`src/rtl/fdo_pkg.sv`:
```
package fdo_pkg;
  // Phase of the current instruction cycle; HI comes first.
  typedef enum logic {PH_LO = 1'b0, PH_HI = 1'b1} phase_e;
endpackage

```
`src/rtl/fdo_phase.sv`:
```
module fdo_phase
  import fdo_pkg::*;
(
  input  logic   clk2x,
  input  logic   rst,
  output phase_e ph
);
  // Reset parks in LO so the first edge after release opens a HI phase.
  always_ff @(posedge clk2x) begin
    if (rst) ph <= PH_LO;
    else     ph <= (ph == PH_HI) ? PH_LO : PH_HI;
  end

  AST_PHASE_TOGGLE: assert property (@(posedge clk2x) disable iff (rst)
    1'b1 |=> (ph != $past(ph)));
endmodule

```
`src/rtl/fdo_fetch.sv`:
```
module fdo_fetch
  import fdo_pkg::*;
#(
  parameter int AW = 10
) (
  input  logic          clk2x,
  input  logic          rst,
  input  phase_e        ph,
  output logic [AW-1:0] pab,
  output logic [AW-1:0] xab,
  output logic          fv
);
  logic [AW-1:0] pc;

  // Cycle boundary (LO -> HI): PC drives the bus and advances.
  // Mid-cycle (HI -> LO): the external address catches up.
  always_ff @(posedge clk2x) begin
    if (rst) begin
      pc  <= '0;
      pab <= '0;
      xab <= '0;
      fv  <= 1'b0;
    end else if (ph == PH_LO) begin
      pab <= pc;
      pc  <= pc + 1'b1;
      fv  <= 1'b1;
    end else begin
      xab <= pab;
    end
  end

  AST_PAB_STEP: assert property (@(posedge clk2x) disable iff (rst)
    (ph == PH_LO && fv) |=> (pab == AW'($past(pab) + 1'b1)));
  AST_PAB_MID_STABLE: assert property (@(posedge clk2x) disable iff (rst)
    (ph == PH_HI) |=> $stable(pab));
  AST_XAB_BND_STABLE: assert property (@(posedge clk2x) disable iff (rst)
    (ph == PH_LO) |=> $stable(xab));
endmodule

```
`src/rtl/fdo_adec.sv`:
```
module fdo_adec
  import fdo_pkg::*;
#(
  parameter int IW  = 16,
  parameter int DAW = 8
) (
  input  logic           clk2x,
  input  logic           rst,
  input  phase_e         ph,
  input  logic           fv,
  input  logic [IW-1:0]  pdb,
  output logic [IW-1:0]  ir,
  output logic           dv,
  output logic [DAW-1:0] dab,
  output logic           dre
);
  localparam int REQ_BIT = IW - 1;

  // At the cycle boundary the fetched word moves into decode, and the
  // RAM address plus the read request go out for the mid-cycle read.
  always_ff @(posedge clk2x) begin
    if (rst) begin
      ir  <= '0;
      dv  <= 1'b0;
      dab <= '0;
      dre <= 1'b0;
    end else if (ph == PH_LO) begin
      ir  <= pdb;
      dv  <= fv;
      dab <= pdb[DAW-1:0];
      dre <= fv & pdb[REQ_BIT];
    end
  end

  AST_DAB_MID_STABLE: assert property (@(posedge clk2x) disable iff (rst)
    (ph == PH_HI) |=> ($stable(dab) && $stable(dre)));
endmodule

```
`src/rtl/fdo_opnd.sv`:
```
module fdo_opnd
  import fdo_pkg::*;
#(
  parameter int IW = 16,
  parameter int DW = 16
) (
  input  logic          clk2x,
  input  logic          rst,
  input  phase_e        ph,
  input  logic [IW-1:0] ir,
  input  logic          dv,
  input  logic          dre,
  input  logic [DW-1:0] ddb,
  output logic [IW-1:0] dp_instr,
  output logic          dp_valid,
  output logic [DW-1:0] opnd,
  output logic          ld
);
  always_ff @(posedge clk2x) begin
    if (rst) begin
      dp_instr <= '0;
      dp_valid <= 1'b0;
      opnd     <= '0;
      ld       <= 1'b0;
    end else if (ph == PH_LO) begin
      dp_instr <= ir;
      dp_valid <= dv;
      ld       <= dre;
      if (dre) opnd <= ddb;
    end
  end

  AST_LD_FULL_CYCLE: assert property (@(posedge clk2x) disable iff (rst)
    $rose(ld) |=> ld);
  AST_OPND_MID_STABLE: assert property (@(posedge clk2x) disable iff (rst)
    (ph == PH_HI) |=> ($stable(opnd) && $stable(ld) && $stable(dp_instr)));
endmodule

```
`src/rtl/fdo_pipe.sv`:
```
module fdo_pipe
  import fdo_pkg::*;
#(
  parameter int IW  = 16,
  parameter int AW  = 10,
  parameter int DAW = 8,
  parameter int DW  = 16
) (
  input  logic           clk2x,
  input  logic           rst,
  output logic           phase_hi,
  output logic [AW-1:0]  pab,
  output logic [AW-1:0]  xab,
  input  logic [IW-1:0]  pdb,
  output logic [DAW-1:0] dab,
  output logic           dre,
  input  logic [DW-1:0]  ddb,
  output logic [IW-1:0]  dec_instr,
  output logic           dec_valid,
  output logic [IW-1:0]  dp_instr,
  output logic           dp_valid,
  output logic [DW-1:0]  opnd,
  output logic           ld
);
  phase_e ph;
  logic   fv;

  fdo_phase u_phase (
    .clk2x (clk2x),
    .rst   (rst),
    .ph    (ph)
  );

  fdo_fetch #(.AW(AW)) u_fetch (
    .clk2x (clk2x),
    .rst   (rst),
    .ph    (ph),
    .pab   (pab),
    .xab   (xab),
    .fv    (fv)
  );

  fdo_adec #(.IW(IW), .DAW(DAW)) u_adec (
    .clk2x (clk2x),
    .rst   (rst),
    .ph    (ph),
    .fv    (fv),
    .pdb   (pdb),
    .ir    (dec_instr),
    .dv    (dec_valid),
    .dab   (dab),
    .dre   (dre)
  );

  fdo_opnd #(.IW(IW), .DW(DW)) u_opnd (
    .clk2x    (clk2x),
    .rst      (rst),
    .ph       (ph),
    .ir       (dec_instr),
    .dv       (dec_valid),
    .dre      (dre),
    .ddb      (ddb),
    .dp_instr (dp_instr),
    .dp_valid (dp_valid),
    .opnd     (opnd),
    .ld       (ld)
  );

  assign phase_hi = (ph == PH_HI);

  AST_REQ_THEN_LOAD: assert property (@(posedge clk2x) disable iff (rst)
    (!phase_hi && dre) |=> ld);
  AST_NOREQ_NO_LOAD: assert property (@(posedge clk2x) disable iff (rst)
    (!phase_hi && dec_valid && !dre) |=> !ld);
  AST_RST_EMPTY: assert property (@(posedge clk2x)
    rst |=> (!ld && !dre && !dec_valid && !dp_valid && pab == '0));
endmodule

```
`config.mk`:
```
export PLATFORM = sky130hd
export DESIGN_NAME = fdo_pipe
export DESIGN_NICKNAME = d
export VERILOG_FILES = /design/src/rtl/fdo_pkg.sv /design/src/rtl/fdo_phase.sv /design/src/rtl/fdo_fetch.sv /design/src/rtl/fdo_adec.sv /design/src/rtl/fdo_opnd.sv /design/src/rtl/fdo_pipe.sv
export SDC_FILE = /design/constraint.sdc
export NUM_CORES = 1
export LEC_CHECK = 0
export ABC_AREA = 1
export ABC_CLOCK_PERIOD_IN_PS = 1300
export BUFFER_PORTS_ARGS = -buffer_cell sky130_fd_sc_hd__buf_4
export CAP_MARGIN = 20
export CORE_UTILIZATION = 35
export DETAILED_ROUTE_END_ITERATION = 7
export PLACE_DENSITY = 0.63
export SLEW_MARGIN = 15
export SYNTH_ARGS = -nofsm -noshare
export SYNTH_HDL_FRONTEND = slang
export SYNTH_SLANG_ARGS = --single-unit
```
`constraint.sdc`:
```
create_clock -name clk2x -period 1.3 [get_ports clk2x]
set_input_delay 0 -clock clk2x [delete_from_list [all_inputs] [get_ports clk2x]]
set_output_delay 0 -clock clk2x [all_outputs]
set_load 0.02 [all_outputs]
```
---- Word-level counts from Yosys, hierarchy flattened ----
Cells that the tools add are included.
storage, ports and cells
  register bits after elaboration ......... 92
  latch bits .............................. 0
  memory bits (writable) .................. 0
  bits in read-only memories .............. 0
  input bits .............................. 34
  output and inout port bits .............. 81
  memories kept ........................... 0
operators by class
  $add $sub $neg .......................... 1
  $mul .................................... 0
  divide/modulo/power cells ............... 0
  $lt $le $gt $ge ......................... 0
  equality and inequality tests ........... 0
  shifts and indexed selects .............. 0
  mux-type cells .......................... 1
  bitwise gates (word level) .............. 2
  reduce and logical (&&, ||, !) cells .... 1
operators by type and width
  cell                     number
  $add A10 B1 Y10 const B  1
  $reduce_and A2 Y1        1
  $and A1 B1 Y1            1
  $mux W1                  1
  $not A1 Y1               1

---- Logic depth before layout (Yosys ltp) ----
Gate-level depths: netlist (run 1).
  depth in word-level cells ............... 2
  mapped depth ............................ 8

---- By module ----
Synthesis (run 1) repeated with hierarchy kept, for this count alone.
unflattened totals
  cell total of the unflattened synthesis .. 416
  area, all modules ....................... 3246.9 µm²
by module, submodules not included
  module     instances  cells each  area each (µm²)
  fdo_opnd   1          183         1356.3
  fdo_fetch  1          143         1139.8
  fdo_adec   1          88          726.9
  fdo_phase  1          2           23.8

---- Worst setup path before layout (run 1) ----
No wires, ideal clock.
  path kind ............................... register to register
  from .................................... reg u_phase.ph
  to ...................................... reg u_opnd.opnd[10]
  library setup time ...................... 0.116 ns
  data arrival time ....................... 1.042 ns
  required time ........................... 1.184 ns
  setup slack ............................. 0.142 ns
  cell stages (with the launch flop) ...... 7
  path buffers ............................ 2
  period minus slack after synthesis ...... 1.158 ns
  cell sequence ........................... dfxtp_1 > buf_6 > nor2_4 > inv_2 > buf_2 > nor2_1 > nor2_1
between the ends
  cells in the longest elaborated chain, start to end .. 2
ends and longest elaborated chain
  item                                line             text
  from (decl)                         fdo_phase.sv:6   output phase_e ph
  from (signal assigned)              fdo_phase.sv:11  else ph <= (ph == PH_HI) ? PH_LO : PH_HI;
  $not A1 Y1 (no source line)         --
  $reduce_and A2 Y1 (no source line)  --
  to (signal assigned)                fdo_opnd.sv:23   opnd <= '0;
  to (signal assigned)                fdo_opnd.sv:29   if (dre) opnd <= ddb;
  to (decl)                           fdo_opnd.sv:16   output logic [DW-1:0] opnd,
Every way passes these cells.
A chain may end at the register's enable or synchronous reset.

---- Worst setup path in the final report (run 1) ----
  from .................................... reg u_phase.ph
  to ...................................... out phase_hi
RTL lines
  item       line            text
  to (decl)  fdo_pipe.sv:11  output logic phase_hi,
No word-level cell between the ends.

==> metrics.txt, run 1 <==
GP Congestion 0.7998; CP cell instances buf_4, buf_4, buf_4; vias after detailed routing 2,777; clock buffer depth 2; Synth cell types 20; synthesized flop and latch total 84; CTS buffer count 9; Mapped Cells 359; Final Cell Area 4471 µm²; Placed Area 3872 µm²; Buffers & Inverters on Critical Path 3; Max Cap Violations 0; CTS Root Buffer Type clkbuf_8; Die X 94.09 µm; leakage power 0.002020 µW; largest net degree at the start of global routing 35; # clock sinks 84; FF-to-FF End u_fetch.pc[6]$_SDFFE_PP0N_; r2r setup slk 0.13 ns; most common cell in the netlist dfxtp_1; fraction of registers with async set/reset 0%; CP Max Fanout 11; 1st-pass router iterations 4; # setup viols final 0; Area contributors post-synth dfxtp_1 (57%), o21ai_0 (10%), nand2_1 (6.6%); Yosys top cell area share 56.66%; yosys warns 0; syn_area_per_cell 8.267 µm²; Total GRT Usage 17.15%; First DRT Iteration DRCs 105; fill count 737; mean routed wirelength per cell 11.98 µm; Min-Delay Startpoint pdb[7]; Initial Utilization 36.12%; CP delay by family, top buffers and inverters; antenna violations before repair 0; Pwr Density 1303 nW/µm²; post-layout minimum cycle time 1.218 ns; Final WS setup 0.08194 ns; Worst Skew 0.004893 ns; Remaining DRCs 0; final WL 7321 µm; remaining antenna violation count 0; Worst Reg-to-Reg Cells 6; syn_nets 394; fmax 0.8210 GHz; worst-margin pin slew 0.3799 ns; worst r2r src u_fetch.pc[1]$_SDFFE_PP0N_; CP Launch Type flop; Worst Hold Depth 4; CTS tree done; Worst VDD drop 0.7015 mV; worst hold path class input port to flop; fin crit share 93.70%; critical path type flop to output pin; most common library cells after synthesis dfxtp_1 (84), o21ai_0 (62), nand2_1 (52), nor2_1 (42), inv_1 (39); Critical-path top delay cell dfxtp_4; # diodes 0; Hold EP u_adec.ir[7]$_SDFFE_PP0N_; Critical Path End Type output pin; pre-CTS WS 0.03720 ns; WP data required 1.30 ns; max incr delay on CP 0.40 ns; # nets final 537; Most Frequent Cell on Critical Path buf_4; vias in the first global route 2,667; Mapped Area 2968 µm²; clock latency on the worst-skew pair 0.34 ns; num rows 33; IO Count 115; Crit path depth 3; routed vias/inst 4.545; final hold violation count 0; Worst Hold Slack 0.3953 ns; status finished, final reports clean; EDFF count, synth 0; # port buffers 114; share of post-route cells with drive strength above 1 29.64%; Synth Flop Type dfxtp_1; sequential share of the synthesized area 56.66%; DP Wirelength 4940 µm; H-tree depth 3; Worst Path Arrival 1.22 ns; Area Overhead vs Synth 50.63%; Overflow after GRT 0; Max-slew headroom 74.64%; fin. max-slew vios 0; largest area contributor in the netlist dfxtp_1; clock-pin slew on the worst setup and hold paths 0.08 ns; first-pass GRT wire length 11,900 µm; chip height 94.09 µm; die area 8852 µm²; area of the core 8217 µm²
==> per-layer routing <==
layer	wire length (µm)	track usage, %	vias to the layer above
li1	-	-	1425
met1	3248	19.32	1260
met2	3522	30.35	86
met3	501	6.796	6
met4	50	3.590	0
met5	0	0	-
==> cell type report <==
cell class	instances	area [µm²]	share of cell area [%]
timing repair buffer	158	1281	28.66
tap	105	131.4	2.939
multi-input combinational	206	957.2	21.41
clock inverter	5	125.1	2.799
clock buffer	10	127.6	2.855
sequential	84	1687	37.73
inverter	43	161.4	3.610
==> stage by stage <==
step | power (µW) | cells | utilization, % | TNS (ns)
5_1_grt | 6078 | 611 | 54.41 | -0.001608
4_1_cts | 5901 | 610 | 54.24 | 0
6_report | 5824 | 611 | 54.41 | 0
3_5_place_dp | 3477 | 562 | 47.13 | 0
2_1_floorplan | 3172 | 359 | - | 0
3_3_place_gp | 3469 | 562 | 47.13 | 0
==> worst max-delay path by stage <==
stage | startpoint | endpoint | slack, ns
after floorplan | u_phase.ph$_SDFF_PP0_ | u_opnd.opnd[10]$_SDFFE_PP0P_ | 0.14
after global placement | u_fetch.pc[0]$_SDFFE_PP0N_ | u_fetch.pc[6]$_SDFFE_PP0N_ | 0.08
after detailed placement | u_fetch.pc[0]$_SDFFE_PP0N_ | u_fetch.pc[6]$_SDFFE_PP0N_ | 0.04
after CTS | u_phase.ph$_SDFF_PP0_ | phase_hi | 0.04
after global routing | u_fetch.pc[1]$_SDFFE_PP0N_ | u_fetch.pc[6]$_SDFFE_PP0N_ | -0.002
final | u_phase.ph$_SDFF_PP0_ | phase_hi | 0.08
==> worst register-to-register path: cells and delay by family (launching register included) <==
family	cells	cell delay, ns
compound gates	1	0.13
flops	1	0.36
simple gates	4	0.41
fa+ha+maj	1	0.18
==> placed cells by master, fill, tap and decap left out <==
master         synthesis  routed
nor3_1                 3       3
nand2_2                1       1
o22ai_1                7       7
nor2_1                42      41
dfxtp_4                0       1
nor2_4                 3       3
nand2_1               52      52
a31oi_1                1       1
inv_1                 39      39
nand4_1                3       3
clkinv_2               0       1
dlygate4sd3_1          0      33
a21oi_1                5       5
bufinv_16              0       4
o21ai_0               62      61
clkbuf_1               1       1
o21ai_1                6       7
dfxtp_1               84      82
buf_4                  9     124
buf_12                 0       1
ha_1                   1       1
nand3_1               20      20
nor2_2                 0       1
dfxtp_2                0       1
clkbuf_8               0       9
inv_2                  4       4
==> timing repair <==
| item | CTS | global route |
|---|---|---|
| endpoints found under the setup margin | 1 | 2 |
| endpoints found under the hold margin | 37 | 0 |
| hold buffers | 33 | 0 |
| pin swaps | 0 | 1 |
| buffers inserted | 0 | 1 |
| resized for setup | 1 | 4 |
| cloned | 0 | 0 |
==> power breakdown <==
group | internal, µW | switching (µW) | total, µW | leakage, µW
combinational | 349 | 394 | 742 | 0.00121
clock | 1460 | 871 | 2330 | 0.000126
sequential | 2680 | 70.5 | 2750 | 0.000686
total | 4490 | 1340 | 5820 | 0.00202
==> kinds of logic after synthesis <==
family                   Yosys count  synth area share (%)
AND/OR/NAND/NOR                  124                 17.75
flip-flops                        84                 56.66
AO/OA/AOI/OAI                     81                 14.00
buffers and inverters             69                 11.17
adder cells (fa/ha/maj)            1                0.4215
==> state kept, by name, summed over array words and instances, names as in the netlist <==
| signal | flops |
|---|---|
| u_opnd.dp_instr | 16 |
| u_opnd.opnd | 16 |
| u_fetch.pab | 10 |
| u_fetch.pc | 10 |
| u_fetch.xab | 10 |
| u_adec.ir | 9 |
| u_adec.dab | 7 |
| u_adec.dre | 1 |
| u_adec.dv | 1 |
| u_fetch.fv | 1 |
| u_opnd.dp_valid | 1 |
| u_opnd.ld | 1 |
| u_phase.ph | 1 |
Note: power is estimated with default switching activity, not from simulation.
==> inputs of run 2 (changes only) <==
CELL_PAD_IN_SITES_DETAIL_PLACEMENT = 1   (was unset)
CELL_PAD_IN_SITES_GLOBAL_PLACEMENT = 2   (was unset)
CORE_UTILIZATION = 26   (was 35)
GPL_TIMING_DRIVEN = 0   (was unset)
PLACE_DENSITY = 0.79   (was 0.63)
==> run 2 against run 1 <==
  * Critical path depth increased by 3
  * Sequential power hardly changed
  * Wire length up 22%
  * Maximum frequency barely moved
  * Highest routed layer unchanged
  * Via count increased by 5.6%
  * Non-clock buffer count is 16 higher
  * Critical path type is now flop to flop
==> metrics.txt, run 2 (synthesized netlist as in run 1, its figures left out) <==
leakage power 0.002098 µW (+3.9%); # clock sinks 84 (unchanged); area of the core 10,980 µm² (+34%); Top Registers u_opnd.dp_instr (16), u_opnd.opnd (16); post-layout minimum cycle time 1.218 ns (-0.0003302 ns); CP Max Fanout 4 (-7); commonest non-fill, non-tap cells in the layout buf_4 (126), dfxtp_1 (82), o21ai_0 (61), nand2_1 (51), nor2_1 (41); most common cell after layout, fill and taps aside buf_4; critical path type flop to flop; clock-pin slew on the worst setup and hold paths 0.06 ns (-0.02 ns); # diodes 0 (unchanged); antenna violations before repair 0 (unchanged); H-tree depth 3 (unchanged); met1 usage 18.91% (-0.41 points); CTS tree done; Pwr Density 1286 nW/µm² (-1.3%); clock latency on the worst-skew pair 0.33 ns (about the same); # port buffers 114 (unchanged); worst r2r src u_fetch.pc[0]$_SDFFE_PP0N_; final WL 8907 µm (+22%); Max Cap Violations 0 (unchanged); fin crit share 93.67% (about the same); share of post-route cells with drive strength above 1 32.70% (+3.1 points); met2 Resource Use GR 27.31% (-3.0 points); 1st-pass router iterations 4 (unchanged); num rows 38 (+15%); grt peak-use layer met2; Worst VDD drop 0.6163 mV (-12%); FF-to-FF End u_fetch.pc[6]$_SDFFE_PP0N_; IO Count 115 (unchanged); WP data required 1.52 ns (+0.22 ns); Hold EP u_adec.dab[4]$_SDFFE_PP0N_; worst-margin pin slew 0.3026 ns (-0.07729 ns); worst hold path class input port to flop; remaining antenna violation count 0 (unchanged); status finished, final reports clean; Total GRT Usage 15.82% (-1.3 points); Die X 108.8 µm (+16%); largest net degree at the start of global routing 15 (-57%); Remaining DRCs 0 (unchanged); CTS Root Buffer Type clkbuf_16; Worst Reg-to-Reg Cells 6 (unchanged); RSZ-0062 raised after global routing true; Worst Path Arrival 1.44 ns (+0.22 ns); worst setup path startpoint u_fetch.pc[0]$_SDFFE_PP0N_; die area 11,850 µm² (+34%); Overflow after GRT 0 (unchanged); Area Overhead vs Synth 56.87%; # setup viols final 0 (unchanged); # nets final 553 (+3.0%); Critical Path End Type flop; chip height 108.8 µm (+16%); Power, Total 5988 µW (+2.8%); CP Launch Type flop; First DRT Iteration DRCs 72 (-31%); CTS buffer count 9 (unchanged); fmax 0.8212 GHz (about the same); Worst Hold Depth 4 (unchanged); vias in the first global route 2,959 (+11%); mean routed wirelength per cell 13.43 µm (+12%); fin. max-slew vios 0 (unchanged); routed vias/inst 4.424 (-2.7%); Worst Skew 0.006428 ns (+0.001535 ns); Max-slew headroom 79.80% (+5.2 points); clock buffer depth 2 (unchanged); GRT met3 Usage 3.945% (-2.9 points); Initial Utilization 27.02% (-9.1 points); fill count 1,300 (+76%); final hold violation count 0 (unchanged); Min-Delay Startpoint pdb[4]; DP Wirelength 6211 µm (+26%); first-pass GRT wire length 14,370 µm (+21%); vias after detailed routing 2,933 (+5.6%); Worst Hold Slack 0.4164 ns (+0.02105 ns); r2r setup slk 0.08 ns (-0.05 ns); GP Congestion 0.7244 (-9.4%)
run 2: cell count changes in the layout (fill, tap and decap cells not counted), moves of 3 or more:
cell       delta
buf_2        +11
clkbuf_16     +9
clkbuf_8      -7
bufinv_16     -4
buf_6         +3
clkinv_4      +3
run 2: metrics by stage:
step | TNS, ns | instances | utilization [%] | area (µm²) | setup WS, ns
finish | 0 | 663 | 42.39 | 4656 | 0.08227
global route | -0.02121 | 663 | 42.39 | 4656 | -0.01542
CTS | 0 | 662 | 42.08 | 4622 | 0.01012
detailed placement | -0.009182 | 613 | 36.41 | 3999 | -0.009182
global placement | 0 | 613 | 36.41 | 3999 | 0.02420
floorplan | 0 | 359 | - | 2968 | 0.1418
run 2: cell type report:
type	instances	area [µm²]	share of cell area (%)
multi-input combinational	206	972.2	20.88
inverter	43	163.9	3.521
tap	140	175.2	3.762
sequential	84	1684	36.17
clock inverter	4	33.78	0.7256
buffer	24	161.4	3.467
timing repair buffer	150	1209	25.96
clock buffer	12	256.5	5.509
run 2: power breakdown:
group	switching, µW	leakage [µW]	internal [µW]
clock	1030	0.000139	1410
sequential	66.4	0.000686	2690
combinational	426	0.00127	373
total	1520	0.00210	4470
run 2: layer usage:
| metal | share of wire [%] | vias to the layer above |
|---|---|---|
| li1 | - | 1454 |
| met4 | 1.3 | 0 |
| met3 | 5.7 | 10 |
| met1 | 45 | 1391 |
| met2 | 48 | 78 |
| met5 | 0 | - |
run 2: timing repair:
item | in CTS | in global routing
endpoints found under the setup margin | 1 | 25
hold buffers | 33 | 0
pin swaps | 0 | 3
buffers inserted | 0 | 3
cloned | 0 | 0
endpoints found under the hold margin | 37 | 0
resized for setup | 1 | 10
run 2: worst max-delay path by stage:
stage          slack [ns]                           end  cells after the start
2_1_floorplan        0.14  u_opnd.opnd[10]$_SDFFE_PP0P_                      6
3_3_place_gp         0.02    u_fetch.pc[6]$_SDFFE_PP0N_                      6
3_5_place_dp       -0.009    u_fetch.pc[6]$_SDFFE_PP0N_                      6
4_1_cts              0.01  u_opnd.opnd[11]$_SDFFE_PP0P_                      6
5_1_grt             -0.02    u_fetch.pc[3]$_SDFFE_PP0N_                      7
6_report             0.08    u_fetch.pc[6]$_SDFFE_PP0N_                      6
run 2: critical path, stage by stage, from the launching register on:
cell and delay (ns):
dfxtp_2 0.36, ha_2 0.19, nand2_1 0.10, nor2_2 0.20, nand3_2 0.10, o21ai_1 0.13
nor2_1 0.05
==> inputs of run 3 (changes only) <==
--- a/config.mk
+++ b/config.mk
@@ -13,6 +13,7 @@
 export CELL_PAD_IN_SITES_GLOBAL_PLACEMENT = 2
-export CORE_UTILIZATION = 26
+export CORE_UTILIZATION = 28
+export CTS_BUF_LIST = sky130_fd_sc_hd__clkbuf_4 sky130_fd_sc_hd__clkbuf_8
 export DETAILED_ROUTE_END_ITERATION = 7
 export GPL_TIMING_DRIVEN = 0
-export PLACE_DENSITY = 0.79
+export PLACE_DENSITY = 0.84
 export SLEW_MARGIN = 15
==> constraint.sdc (replaced) <==
create_clock -name clk2x -period 1.3 [get_ports clk2x]
set_input_delay 0.26 -clock clk2x [delete_from_list [all_inputs] [get_ports clk2x]]
set_output_delay 0.26 -clock clk2x [all_outputs]
set_load 0.02 [all_outputs]
==> run 3 against run 2 <==
  * Clock power about the same
  * Power decreased by 1.7%
  * Sequential cell count unchanged
  * Critical endpoint is now dec_instr[1]
  * Largest power group unchanged
  * Highest routed layer unchanged
==> metrics.txt, run 3 (synthesized netlist as in run 1, its figures left out) <==
worst-margin pin slew 0.3889 ns (+0.08627 ns); worst hold path class input port to flop; Initial Utilization 28.88% (+1.9 points); IO Count 115 (unchanged); # diodes 0 (unchanged); first-pass GRT wire length 13,490 µm (-6.1%); # setup viols final 0 (unchanged); most common cell after layout, fill and taps aside buf_4; leakage power 0.001948 µW (-7.1%); fmax 0.8236 GHz (+0.29%); Worst VDD drop 0.6107 mV (-0.90%); Worst Path Arrival 0.95 ns (-0.49 ns); Total GRT Usage 15.49% (-0.33 points); # clock sinks 84 (unchanged); final hold violation count 0 (unchanged); routed vias/inst 4.382 (-0.94%); WP data required 1.04 ns (-0.48 ns); post-layout minimum cycle time 1.214 ns (-0.003564 ns); clock latency on the worst-skew pair 0.34 ns (about the same); Buffers & Inverters on Critical Path 2 (+2); Die X 105.0 µm (-3.6%); CP Max Fanout 3 (-1); RSZ-0062 raised after global routing false; Seq pwr share 46.7% (+0.7 points); clock-pin slew on the worst setup and hold paths 0.09 ns (+0.03 ns); DP Wirelength 6219 µm (+0.13%); die area 11,020 µm² (-7.0%); Critical Path End Type output pin; chip height 105.0 µm (-3.6%); commonest non-fill, non-tap cells in the layout buf_4 (126), dfxtp_1 (83), o21ai_0 (61), nand2_1 (51), nor2_1 (41); GP Congestion 0.6794 (-6.2%); CP Launch Type flop; largest net degree at the start of global routing 15 (unchanged); H-tree depth 3 (unchanged); CTS buffer count 9 (unchanged); 1st-pass router iterations 4 (unchanged); CP delay by family, top flip-flops; Remaining DRCs 0 (unchanged); Comb power frac 12.1% (-1.2 points); max incr delay on CP 0.34 ns (-0.02 ns); Final Cell Area 4287 µm² (-7.9%); vias in the first global route 2,822 (-4.6%); area of the core 10,280 µm² (-6.4%); CTS Root Buffer Type clkbuf_8; net switching power 1399 µW (-7.8%); Critical-path top delay cell dfxtp_1; critical path type flop to output pin; internal power 4487 µW (+0.39%); mean routed wirelength per cell 13.20 µm (-1.7%); Pwr Density 1373 nW/µm² (+6.8%); # port buffers 114 (unchanged); vias after detailed routing 2,739 (-6.6%); clock power share 41.2% (+0.5 points); switch share 23.77% (-1.6 points); # nets final 519 (-6.1%); Top Registers u_opnd.dp_instr (16), u_opnd.opnd (16); share of post-route cells with drive strength above 1 34.15% (+1.5 points); CTS tree done; Worst Skew 0.01015 ns (+0.003723 ns); status finished, final reports clean; antenna violations before repair 0 (unchanged); Area Overhead vs Synth 44.44%; CP cell instances buf_4, buf_4; final WL 8252 µm (-7.4%); fin crit share 93.40% (-0.27 points); num rows 37 (-2.6%); Placed Area 3994 µm² (-0.13%); remaining antenna violation count 0 (unchanged); Overflow after GRT 0 (unchanged); fin. max-slew vios 0 (unchanged); First DRT Iteration DRCs 36 (-50%); Most Frequent Cell on Critical Path buf_4; Max-slew headroom 74.07% (-5.7 points); clock buffer depth 2 (unchanged); Max Cap Violations 0 (unchanged); Power, Total 5886 µW (-1.7%)
-- run 3: cell types whose count changed in the layout (fill, tap and decap cells not counted), moves of 4 or more --
cell and change:
bufinv_16 +4, clkbuf_16 -9, clkbuf_8 +7, dlygate4sd3_1 -33
-- run 3: per-layer routing --
layer,track usage (%),vias up,part of all wire (%)
met1,18.49,1263,44
met5,0,-,0
met4,5.131,0,0.75
met3,4.429,7,6.8
met2,26.63,81,48
li1,-,1388,-
-- run 3: final timing paths --
kind | start | to | slack [ns] | depth (start not counted)
setup / recovery | u_adec.dab[1]$_SDFFE_PP0N_ | dec_instr[1] | 0.09 | 2
hold / removal | pdb[8] | u_adec.ir[8]$_SDFFE_PP0N_ | 0.11 | 3
setup reg to reg | u_phase.ph$_SDFF_PP0_ | u_fetch.pc[5]$_SDFFE_PP0N_ | 0.10 | 8
hold reg to reg | u_fetch.pc[0]$_SDFFE_PP0N_ | u_fetch.pc[0]$_SDFFE_PP0N_ | 0.45 | 1
-- run 3: what timing repair did --
item | CTS | global route
resized for setup | 1 | 6
hold buffers | 0 | 0
setup endpoints to repair | 4 | 12
pin swaps | 1 | 1
buffers inserted | 0 | 3
hold endpoints to repair | 0 | 0
gates cloned | 0 | 0
-- run 3: area by class of cell --
cell class              instances  area (µm²)
well taps                     136       170.2
multi-input cells             206       968.4
fillers                      1276        5991
clock buffers                  10       131.4
flip-flops and latches         84        1683
plain buffers                  23       157.7
repair buffers                117       878.3
clock inverters                 6       136.4
inverters                      43       161.4
-- run 3: worst min-delay path, stage by stage --
cell and delay, ns:
buf_4 0.08, nand2_1 0.04, o21ai_0 0.05
-- run 3: power groups by stage --
stage	sequential, µW	clock, µW	combinational [µW]
4_1_cts	2750	2490	725
2_1_floorplan	2920	0	252
6_report	2750	2430	713
3_3_place_gp	2800	0	711
3_5_place_dp	2810	0	722
5_1_grt	2760	2580	780
-- run 3: per-stage QoR --
stage	cells	util [%]	setup TNS (ns)	hold slack [ns]	worst slack, ns
after global routing	625	41.71	0	0.1019	0.0002492
after CTS	625	41.49	0	0.09724	0.01311
final	625	41.71	0	0.1102	0.08584
after floorplan	359	-	0	0.3291	0.1418
after global placement	609	38.86	0	0.4389	0.03174
after detailed placement	609	38.86	-0.03972	0.4469	-0.03972
